File: src/rtl/regbank_pkg.sv
package regbank_pkg;

   localparam int MODE_W = 5;
   localparam int IDX_W  = 4;

   typedef enum logic [MODE_W-1:0] {
      M_USR = 5'b10000,
      M_FIQ = 5'b10001,
      M_IRQ = 5'b10010,
      M_SVC = 5'b10011,
      M_ABT = 5'b10111,
      M_UND = 5'b11011,
      M_SYS = 5'b11111
   } mode_e;

   typedef enum logic [2:0] {
      BK_USR = 3'd0,
      BK_FIQ = 3'd1,
      BK_IRQ = 3'd2,
      BK_SVC = 3'd3,
      BK_ABT = 3'd4,
      BK_UND = 3'd5
   } bank_e;

   localparam int NUM_BANKS   = 6;
   localparam int NUM_EXC     = NUM_BANKS - 1;
   localparam int LOW_CNT     = 8;
   localparam int HI_CNT      = 5;
   localparam int IDX_SP      = LOW_CNT + HI_CNT;
   localparam int IDX_LR      = IDX_SP + 1;
   localparam int IDX_PC      = IDX_LR + 1;
   localparam int HI_BASE     = LOW_CNT;
   localparam int FIQ_HI_BASE = HI_BASE + HI_CNT;
   localparam int SPLR_BASE   = FIQ_HI_BASE + HI_CNT;
   localparam int NUM_GP      = SPLR_BASE + 2 * NUM_BANKS;
   localparam int PC_SLOT     = NUM_GP;
   localparam int NUM_PHYS    = NUM_GP + 1;
   localparam int PHYS_W      = $clog2(NUM_PHYS);

   localparam logic [1:0] SZ_BYTE = 2'b00;
   localparam logic [1:0] SZ_HALF = 2'b01;
   localparam logic [1:0] SZ_WORD = 2'b10;

   function automatic bank_e bank_of(input logic [MODE_W-1:0] m);
      case (m)
         M_FIQ:   return BK_FIQ;
         M_IRQ:   return BK_IRQ;
         M_SVC:   return BK_SVC;
         M_ABT:   return BK_ABT;
         M_UND:   return BK_UND;
         default: return BK_USR;
      endcase
   endfunction

   function automatic logic is_exc(input logic [MODE_W-1:0] m);
      return bank_of(m) != BK_USR;
   endfunction

   function automatic logic is_priv(input logic [MODE_W-1:0] m);
      return is_exc(m) || (m == M_SYS);
   endfunction

endpackage

File: src/rtl/rb_map.sv
module rb_map
   import regbank_pkg::*;
#(
   parameter int ADDR_W = PHYS_W
) (
   input  logic [MODE_W-1:0] mode,
   input  logic [IDX_W-1:0]  idx,
   output logic [ADDR_W-1:0] phys
);

   initial begin
      addr_w_chk : assert (ADDR_W >= $clog2(NUM_PHYS))
         else $error("ADDR_W too small for physical slots");
   end

   bank_e bk;
   int    idx_i;
   int    slot;

   always_comb begin
      bk    = bank_of(mode);
      idx_i = int'(idx);
      if (idx_i < LOW_CNT) begin
         slot = idx_i;
      end else if (idx_i < IDX_SP) begin
         slot = ((bk == BK_FIQ) ? FIQ_HI_BASE : HI_BASE) + idx_i - LOW_CNT;
      end else if (idx_i == IDX_PC) begin
         slot = PC_SLOT;
      end else begin
         slot = SPLR_BASE + 2 * int'(bk) + idx_i - IDX_SP;
      end
      phys = ADDR_W'(slot);
   end

endmodule

File: src/rtl/rb_gpr_array.sv
module rb_gpr_array
   import regbank_pkg::*;
#(
   parameter int DATA_W = 32,
   parameter int DEPTH  = NUM_PHYS,
   parameter bit MASKED = 1'b1,
   localparam int ADDR_W = $clog2(DEPTH)
) (
   input  logic              clk,
   input  logic              rst_n,
   input  logic              we,
   input  logic [ADDR_W-1:0] waddr,
   input  logic [1:0]        wsize,
   input  logic [DATA_W-1:0] wdata,
   input  logic [ADDR_W-1:0] raddr_a,
   output logic [DATA_W-1:0] rdata_a,
   input  logic [ADDR_W-1:0] raddr_b,
   output logic [DATA_W-1:0] rdata_b
);

   initial begin
      width_chk : assert (DATA_W >= 16 && DATA_W % 8 == 0)
         else $error("DATA_W must be a multiple of 8 and at least 16");
   end

   logic [DATA_W-1:0] rows [DEPTH];
   logic [DATA_W-1:0] wmask;
   logic [DATA_W-1:0] old_row;
   logic [DATA_W-1:0] merged;

   generate
      if (MASKED) begin : g_masked
         always_comb begin
            case (wsize)
               SZ_BYTE: wmask = DATA_W'(8'hFF);
               SZ_HALF: wmask = DATA_W'(16'hFFFF);
               default: wmask = '1;
            endcase
         end
      end else begin : g_full
         always_comb wmask = '1;
      end
   endgenerate

   always_comb begin
      old_row = (int'(waddr) < DEPTH) ? rows[waddr] : '0;
      merged  = (old_row & ~wmask) | (wdata & wmask);
   end

   always_ff @(posedge clk or negedge rst_n) begin
      if (!rst_n) begin
         for (int i = 0; i < DEPTH; i++) rows[i] <= '0;
      end else if (we && int'(waddr) < DEPTH) begin
         rows[waddr] <= merged;
      end
   end

   assign rdata_a = (int'(raddr_a) < DEPTH) ? rows[raddr_a] : '0;
   assign rdata_b = (int'(raddr_b) < DEPTH) ? rows[raddr_b] : '0;

   logic [ADDR_W-1:0] last_waddr;
   always_ff @(posedge clk) last_waddr <= waddr;


   word_write_chk : assert property (@(posedge clk) disable iff (!rst_n)
      we && wsize[1] |=> rows[last_waddr] == $past(wdata));


   byte_upper_kept_chk : assert property (@(posedge clk) disable iff (!rst_n)
      we && MASKED && wsize == SZ_BYTE
      |=> rows[last_waddr][DATA_W-1:8] == $past(old_row[DATA_W-1:8]));


   half_upper_kept_chk : assert property (@(posedge clk) disable iff (!rst_n)
      we && MASKED && wsize == SZ_HALF
      |=> rows[last_waddr][DATA_W-1:16] == $past(old_row[DATA_W-1:16]));


   waddr_range_chk : assert property (@(posedge clk) disable iff (!rst_n)
      we |-> int'(waddr) < DEPTH);

endmodule

File: src/rtl/rb_status.sv
module rb_status
   import regbank_pkg::*;
#(
   parameter int DATA_W = 32
) (
   input  logic              clk,
   input  logic              rst_n,
   input  logic              cpsr_we,
   input  logic [DATA_W-1:0] cpsr_wdata,
   input  logic              spsr_we,
   input  logic [DATA_W-1:0] spsr_wdata,
   input  logic              exc_en,
   input  logic [MODE_W-1:0] exc_mode,
   output logic [DATA_W-1:0] cpsr,
   output logic [DATA_W-1:0] spsr_cur,
   output logic [MODE_W-1:0] cur_mode,
   output logic              cur_priv
);

   initial begin
      stat_w_chk : assert (DATA_W > MODE_W)
         else $error("status word must hold the mode field");
   end

   logic [NUM_EXC-1:0][DATA_W-1:0] spsr_q;
   bank_e cur_bank;
   bank_e exc_bank;
   logic  exc_ok;

   always_comb begin
      cur_mode = cpsr[MODE_W-1:0];
      cur_bank = bank_of(cur_mode);
      cur_priv = is_priv(cur_mode);
      exc_bank = bank_of(exc_mode);
      exc_ok   = exc_en && is_exc(exc_mode);
      spsr_cur = (cur_bank != BK_USR) ? spsr_q[int'(cur_bank) - 1] : '0;
   end

   always_ff @(posedge clk or negedge rst_n) begin
      if (!rst_n) begin
         cpsr   <= DATA_W'(M_SVC);
         spsr_q <= '0;
      end else if (exc_ok) begin
         spsr_q[int'(exc_bank) - 1] <= cpsr;
         cpsr <= {cpsr[DATA_W-1:MODE_W], exc_mode};
      end else begin
         if (cpsr_we) begin
            cpsr <= cur_priv ? cpsr_wdata
                             : {cpsr_wdata[DATA_W-1:MODE_W], cpsr[MODE_W-1:0]};
         end
         if (spsr_we && cur_bank != BK_USR) begin
            spsr_q[int'(cur_bank) - 1] <= spsr_wdata;
         end
      end
   end


   exc_entry_chk : assert property (@(posedge clk) disable iff (!rst_n)
      exc_ok |=> cpsr[MODE_W-1:0] == $past(exc_mode) && spsr_cur == $past(cpsr)
                 && cpsr[DATA_W-1:MODE_W] == $past(cpsr[DATA_W-1:MODE_W]));


   exc_bad_code_chk : assert property (@(posedge clk) disable iff (!rst_n)
      exc_en && !is_exc(exc_mode) && !cpsr_we && !spsr_we |=> $stable(cpsr) && $stable(spsr_q));


   user_mode_lock_chk : assert property (@(posedge clk) disable iff (!rst_n)
      !cur_priv && !exc_ok |=> cpsr[MODE_W-1:0] == $past(cpsr[MODE_W-1:0]));


   spsr_no_bank_chk : assert property (@(posedge clk) disable iff (!rst_n)
      cur_bank == BK_USR && !exc_ok |=> $stable(spsr_q));

endmodule

File: src/rtl/banked_regfile.sv
module banked_regfile
   import regbank_pkg::*;
#(
   parameter int DATA_W = 32,
   parameter bit MASKED = 1'b1
) (
   input  logic              clk,
   input  logic              rst_n,
   input  logic [3:0]        rd_a_idx,
   input  logic              rd_a_use_alt,
   output logic [DATA_W-1:0] rd_a_data,
   input  logic [3:0]        rd_b_idx,
   input  logic              rd_b_use_alt,
   output logic [DATA_W-1:0] rd_b_data,
   input  logic [4:0]        alt_mode,
   input  logic              wr_en,
   input  logic [3:0]        wr_idx,
   input  logic              wr_use_alt,
   input  logic [1:0]        wr_size,
   input  logic [DATA_W-1:0] wr_data,
   input  logic              link_en,
   input  logic [DATA_W-1:0] link_addr,
   input  logic              cpsr_wr_en,
   input  logic [DATA_W-1:0] cpsr_wr_data,
   input  logic              spsr_wr_en,
   input  logic [DATA_W-1:0] spsr_wr_data,
   input  logic              exc_en,
   input  logic [4:0]        exc_mode,
   output logic [DATA_W-1:0] cpsr_out,
   output logic [DATA_W-1:0] spsr_out
);

   localparam int NUM_PORTS = 3;
   localparam int P_RA      = 0;
   localparam int P_RB      = 1;
   localparam int P_WR      = 2;
   localparam int ADDR_W    = $clog2(NUM_PHYS);

   logic [MODE_W-1:0] cur_mode;
   logic              cur_priv;

   rb_status #(.DATA_W(DATA_W)) u_status (
      .clk        (clk),
      .rst_n      (rst_n),
      .cpsr_we    (cpsr_wr_en),
      .cpsr_wdata (cpsr_wr_data),
      .spsr_we    (spsr_wr_en),
      .spsr_wdata (spsr_wr_data),
      .exc_en     (exc_en),
      .exc_mode   (exc_mode),
      .cpsr       (cpsr_out),
      .spsr_cur   (spsr_out),
      .cur_mode   (cur_mode),
      .cur_priv   (cur_priv)
   );

   logic [IDX_W-1:0]  port_idx  [NUM_PORTS];
   logic              port_alt  [NUM_PORTS];
   logic [MODE_W-1:0] port_mode [NUM_PORTS];
   logic [ADDR_W-1:0] port_phys [NUM_PORTS];

   assign port_idx[P_RA] = rd_a_idx;
   assign port_idx[P_RB] = rd_b_idx;
   assign port_idx[P_WR] = wr_idx;
   assign port_alt[P_RA] = rd_a_use_alt;
   assign port_alt[P_RB] = rd_b_use_alt;
   assign port_alt[P_WR] = wr_use_alt;

   generate
      for (genvar p = 0; p < NUM_PORTS; p++) begin : g_port
         assign port_mode[p] = (port_alt[p] && cur_priv) ? alt_mode : cur_mode;
         rb_map #(.ADDR_W(ADDR_W)) u_map (
            .mode (port_mode[p]),
            .idx  (port_idx[p]),
            .phys (port_phys[p])
         );
      end
   endgenerate

   logic [ADDR_W-1:0] lr_phys;
   rb_map #(.ADDR_W(ADDR_W)) u_lr_map (
      .mode (cur_mode),
      .idx  (IDX_W'(IDX_LR)),
      .phys (lr_phys)
   );

   logic              arr_we;
   logic [ADDR_W-1:0] arr_waddr;
   logic [1:0]        arr_wsize;
   logic [DATA_W-1:0] arr_wdata;

   always_comb begin
      if (link_en) begin
         arr_we    = 1'b1;
         arr_waddr = lr_phys;
         arr_wsize = SZ_WORD;
         arr_wdata = link_addr;
      end else begin
         arr_we    = wr_en;
         arr_waddr = port_phys[P_WR];
         arr_wsize = wr_size;
         arr_wdata = wr_data;
      end
   end

   rb_gpr_array #(
      .DATA_W (DATA_W),
      .DEPTH  (NUM_PHYS),
      .MASKED (MASKED)
   ) u_array (
      .clk     (clk),
      .rst_n   (rst_n),
      .we      (arr_we),
      .waddr   (arr_waddr),
      .wsize   (arr_wsize),
      .wdata   (arr_wdata),
      .raddr_a (port_phys[P_RA]),
      .rdata_a (rd_a_data),
      .raddr_b (port_phys[P_RB]),
      .rdata_b (rd_b_data)
   );


   pc_shared_chk : assert property (@(posedge clk) disable iff (!rst_n)
      int'(rd_a_idx) == IDX_PC && int'(rd_b_idx) == IDX_PC |-> rd_a_data == rd_b_data);


   low_shared_chk : assert property (@(posedge clk) disable iff (!rst_n)
      rd_a_idx == rd_b_idx && int'(rd_a_idx) < LOW_CNT |-> rd_a_data == rd_b_data);


   unpriv_alt_chk : assert property (@(posedge clk) disable iff (!rst_n)
      !cur_priv && rd_a_idx == rd_b_idx && !rd_b_use_alt |-> rd_a_data == rd_b_data);


   link_write_chk : assert property (@(posedge clk) disable iff (!rst_n)
      link_en |=> !($stable(cur_mode) && int'(rd_a_idx) == IDX_LR && !rd_a_use_alt)
                  || rd_a_data == $past(link_addr));

endmodule

File: config.mk
export PLATFORM = sky130hd
export DESIGN_NAME = banked_regfile
export DESIGN_NICKNAME = d
export VERILOG_FILES = /design/src/rtl/regbank_pkg.sv /design/src/rtl/rb_map.sv /design/src/rtl/rb_gpr_array.sv /design/src/rtl/rb_status.sv /design/src/rtl/banked_regfile.sv
export SDC_FILE = /design/constraint.sdc
export NUM_CORES = 2
export LEC_CHECK = 0
export BUFFER_PORTS_ARGS = -buffer_cell sky130_fd_sc_hd__buf_2
export CORE_UTILIZATION = 30
export DETAILED_ROUTE_END_ITERATION = 10
export HOLD_SLACK_MARGIN = 0.12
export PLACE_DENSITY = 0.55
export SETUP_SLACK_MARGIN = 0.5
export SYNTH_ARGS = -nofsm -noshare
export SYNTH_HDL_FRONTEND = slang
export SYNTH_SLANG_ARGS = --single-unit
File: constraint.sdc
create_clock -name clk -period 19.4 [get_ports clk]
set_clock_uncertainty 0.1 [all_clocks]
set_input_delay 4.85 -clock clk [delete_from_list [all_inputs] [get_ports clk]]
set_output_delay 4.85 -clock clk [all_outputs]
set_load 0.1 [all_outputs]
==> reports/metrics.cfg <==
[yosys]
netlist_area_mm2 = 0.0716
yosysSeqAreaShare_pct = 41.4
synth_fa_ha_area_share_pct = 0.643
yosys_register_bits = 1184
syn-num-nets = 8569
synth_compound_area_share_pct = 19.4
synthArstFlopShare_pct = 100
synthXorXnorAreaFrac_pct = 0.220
ys_warn_count = 0
synth_area_leaders = dfrtp_1 (41%), mux4_2 (9.9%), nand2_1 (8.5%), nor2_1 (6.3%), a21oi_1 (6.0%)
ys.flop_type = dfrtp_1
synth_edf_count = 0
synth_mux_area_share_pct = 12.8
syn_area_per_cell_um2 = 8.55
synth.distinct_cells = 86
yosysTopAreaCell = dfrtp_1
synth_top_area_share_pct = 41.3
synthSimpleGateAreaFrac_pct = 20.4
synth_cells = 8372
synth_top_family_by_area = simple AND/OR/NAND/NOR gates

[grt]
grt_pass1_vias = 65400
antenna_found_initial = 9
gr-total-overflow = 0
track_usage_pct = 24.6
grt_pass1_wl_um = 447000
grt_max_degree = 144

[worst_setup_path]
crit_type = primary input to output pin
cp.arrival_ns = 11.14
crit_path_end_kind = output pin
cp_max_fo = 60
required_ns = 14.45
critPathSlowestCell = o21ai_0
cp-start-kind = primary input
cp_cell_sequence = buf_2, and2_1, nor2_1, a21oi_1, nor2_1, ha_1, ha_1, inv_1, a31oi_1, o21a_4, buf_4, buf_4, nand2_1, a21oi_1, a21oi_1, a21oi_1, o21ai_0, o21ai_0, buf_2
crit_path_frequent_cell = a21oi_1
cpPeakStageDelay_ns = 0.96

[timing]
setup_viol = 0
worst_pin_slew_ns = 1.46
fmax_mhz = 62.1
slew_headroom_pct = 1.45
drv_slew = 0
rsz0062_at_grt = no
hold_viol = 0
period_share_pct = 83.0
finalSetupTns_ns = 0
finalCriticalPeriod_ns = 16.09
postLayoutSetupSlackWorst_ns = 3.31

[clock_network]
post-cts-setup-buffers = 0
cts_tree = done
cts_resized = 0
h-tree-depth = 4
clock_latency_ns = 0.84
numCtsBuffers = 139
clock_sinks = 1184
cts_root_buf = clkbuf_16
clockBufferDepth = 3
clkTransAtPathRegs_ns = 0.06
postCtsHoldBufs = 0

[power_and_ir_drop]
p_leak_nw = 33.0
p_switching_w = 0.00539
p_clk_share_pct = 22.2
swShare_pct = 43.6
power_density_mw_per_mm2 = 154
seq_power_share_pct = 36.8
ir_drop_v = 0.000141
combPwrFrac_pct = 41.0
p_int_w = 0.00697

[detailed_routing]
first_iter_violations = 8852
vias_per_cell = 5.97
num_vias = 68100
firstDrtPassIters = 11
wire_per_inst_um = 26.6
totalWireLength_um = 303000
ant_nets = 0
post-route-drc-count = 2

[placement]
dp_hpwl_um = 176000
portBuffers = 289
pre_cts_ws_ns = 3.42
gp_congestion = 0.871
dp.cells = 11100

[finish]
final_layout_size_suffix_gt1_share_pct = 14.6
stdcell_count = 11400
nFillCells = 24100
area_delta_synth_final_pct = 12.3
layout.nets = 8328

[status]
outcome = complete, but fails checks
violations = DRC, capacitance limit

[die]
die_y_um = 491
dieArea_mm2 = 0.241
die_x_um = 491
pin_count = 290
initial_core_util_pct = 30.3
core_area_mm2 = 0.236
rows = 178

[flow_run]
drv_cap = 1

[worst_hold_path]
hold_class = flip-flop to flip-flop

==> path summary, 6_finish.rpt <==
check	startpoint	to	slack [ns]	cells past startpoint
max	rd_a_use_alt	rd_a_data[12]	3.31	19
min	u_status.spsr_q[19]$_DFFE_PN0P_	u_status.spsr_q[19]$_DFFE_PN0P_	0.38	2
min reg2reg	u_status.spsr_q[19]$_DFFE_PN0P_	u_status.spsr_q[19]$_DFFE_PN0P_	0.38	2
max reg2reg	u_status.cpsr[1]$_DFFE_PN1P_	u_array.rows[337]$_DFFE_PN0P_	10.33	20
max in group asynchronous	rst_n	u_array.rows[807]$_DFFE_PN0P_	12.08	4
min in group asynchronous	rst_n	u_status.cpsr[18]$_DFFE_PN0P_	3.86	1
==> power by group through the flow <==
stage               Clock, W  Sequential, W  Combinational, W
floorplan                  0        0.00428           0.00373
global placement           0        0.00446           0.00492
detailed placement         0        0.00452           0.00501
CTS                  0.00277        0.00449           0.00502
global route         0.00287        0.00468           0.00547
finish               0.00274        0.00455           0.00507
==> synth_stat cells, types with 12 or more instances <==
| cell | number |
|---|---|
| nand2_1 | 1625 |
| nor2_1 | 1202 |
| dfrtp_1 | 1181 |
| a21oi_1 | 865 |
| clkbuf_1 | 570 |
| a31oi_1 | 425 |
| nand3_1 | 408 |
| mux4_2 | 315 |
| o21ai_0 | 217 |
| buf_2 | 185 |
| a311oi_1 | 179 |
| and3_1 | 164 |
| mux2i_1 | 134 |
| o21a_1 | 100 |
| o221ai_1 | 100 |
| buf_1 | 77 |
| a211oi_1 | 62 |
| mux2_2 | 53 |
| a22oi_1 | 45 |
| o211ai_1 | 42 |
| o22ai_1 | 38 |
| o31ai_1 | 34 |
| ha_1 | 32 |
| o311ai_0 | 31 |
| inv_1 | 22 |
| buf_4 | 20 |
| nor4_1 | 17 |
| nor2_2 | 14 |
| nor3_1 | 14 |
| a311o_1 | 13 |
| xor2_1 | 12 |
==> worst max-delay path: cells and delay by family <==
family          cells  cell delay [ns]
compound gates      8             2.71
simple gates        4             0.58
buf+inv             5             2.31
fa+ha+maj           2             0.59
==> layer usage <==
metal	up-vias	global-route usage, %	share of wire, %
met5	-	0	0.012
met1	33700	31.2	39
met2	3978	38.9	46
li1	29500	-	-
met4	4	14.5	6.2
met3	886	4.59	9.2
==> state kept, by name, summed over array words and instances (netlist names) <==
| signal | cells |
|---|---|
| u_array.rows | 992 |
| u_status.cpsr | 32 |
| u_status.spsr_q | 160 |
==> cell type report <==
cell class,count,area (um^2),share of cell area [%]
multi-input cells,6303,38900,48.4
flip-flops and latches,1184,29600,36.9
clock buffers,198,4020,5.00
well taps,3150,3940,4.90
repair buffers,480,3090,3.84
clock inverters,47,726,0.903
inverters,23,86.3,0.107
diodes,7,17.5,0.0218
==> logic make-up (layout without fill, tap and decap cells) <==
family	count (synthesis)	count (layout)
xor+xnor	18	18
buf+inv	885	748
other cells	0	7
compound gates	2218	2218
mux	511	511
flops	1184	1184
fa+ha+maj	35	35
simple gates	3521	3521
==> metrics by stage <==
stage	hold WS [ns]	cell area, um^2	utilization [%]	total power (W)
after floorplan	0.349	71600	-	0.00801
after global placement	0.361	75600	32.0	0.00939
after detailed placement	0.370	75600	32.0	0.00953
after CTS	0.383	80400	34.0	0.0123
after global routing	0.393	80400	34.0	0.0130
final	0.381	80400	34.0	0.0124
==> cells in the final DEF (no fill, tap or decap), drive strengths merged, types with 6 or more instances in the layout <==
cell type and count:
nand2b 7, or3 9, o22ai 38, a211oi 62, o211ai 43, xnor2 6
a22oi 45, clkinv 33, o311ai 32, dfrtp 1181, xor2 12, o221ai 100
inv 28, clkbuf 198, a21o 7, mux2 62, mux4 315, nand2 1632
o21a 100, and2 7, mux2i 134, nand3 408, diode 7, nor2 1227
a311oi 179, o21ai 225, bufinv 6, or2 6, buf 480, nor4 17
nor3 20, a21oi 872, nor2b 9, a31oi 429, and3 164, a311o 13
a22o 11, ha 32, o31ai 34
No activity file was read; power rests on OpenSTA's default activity.
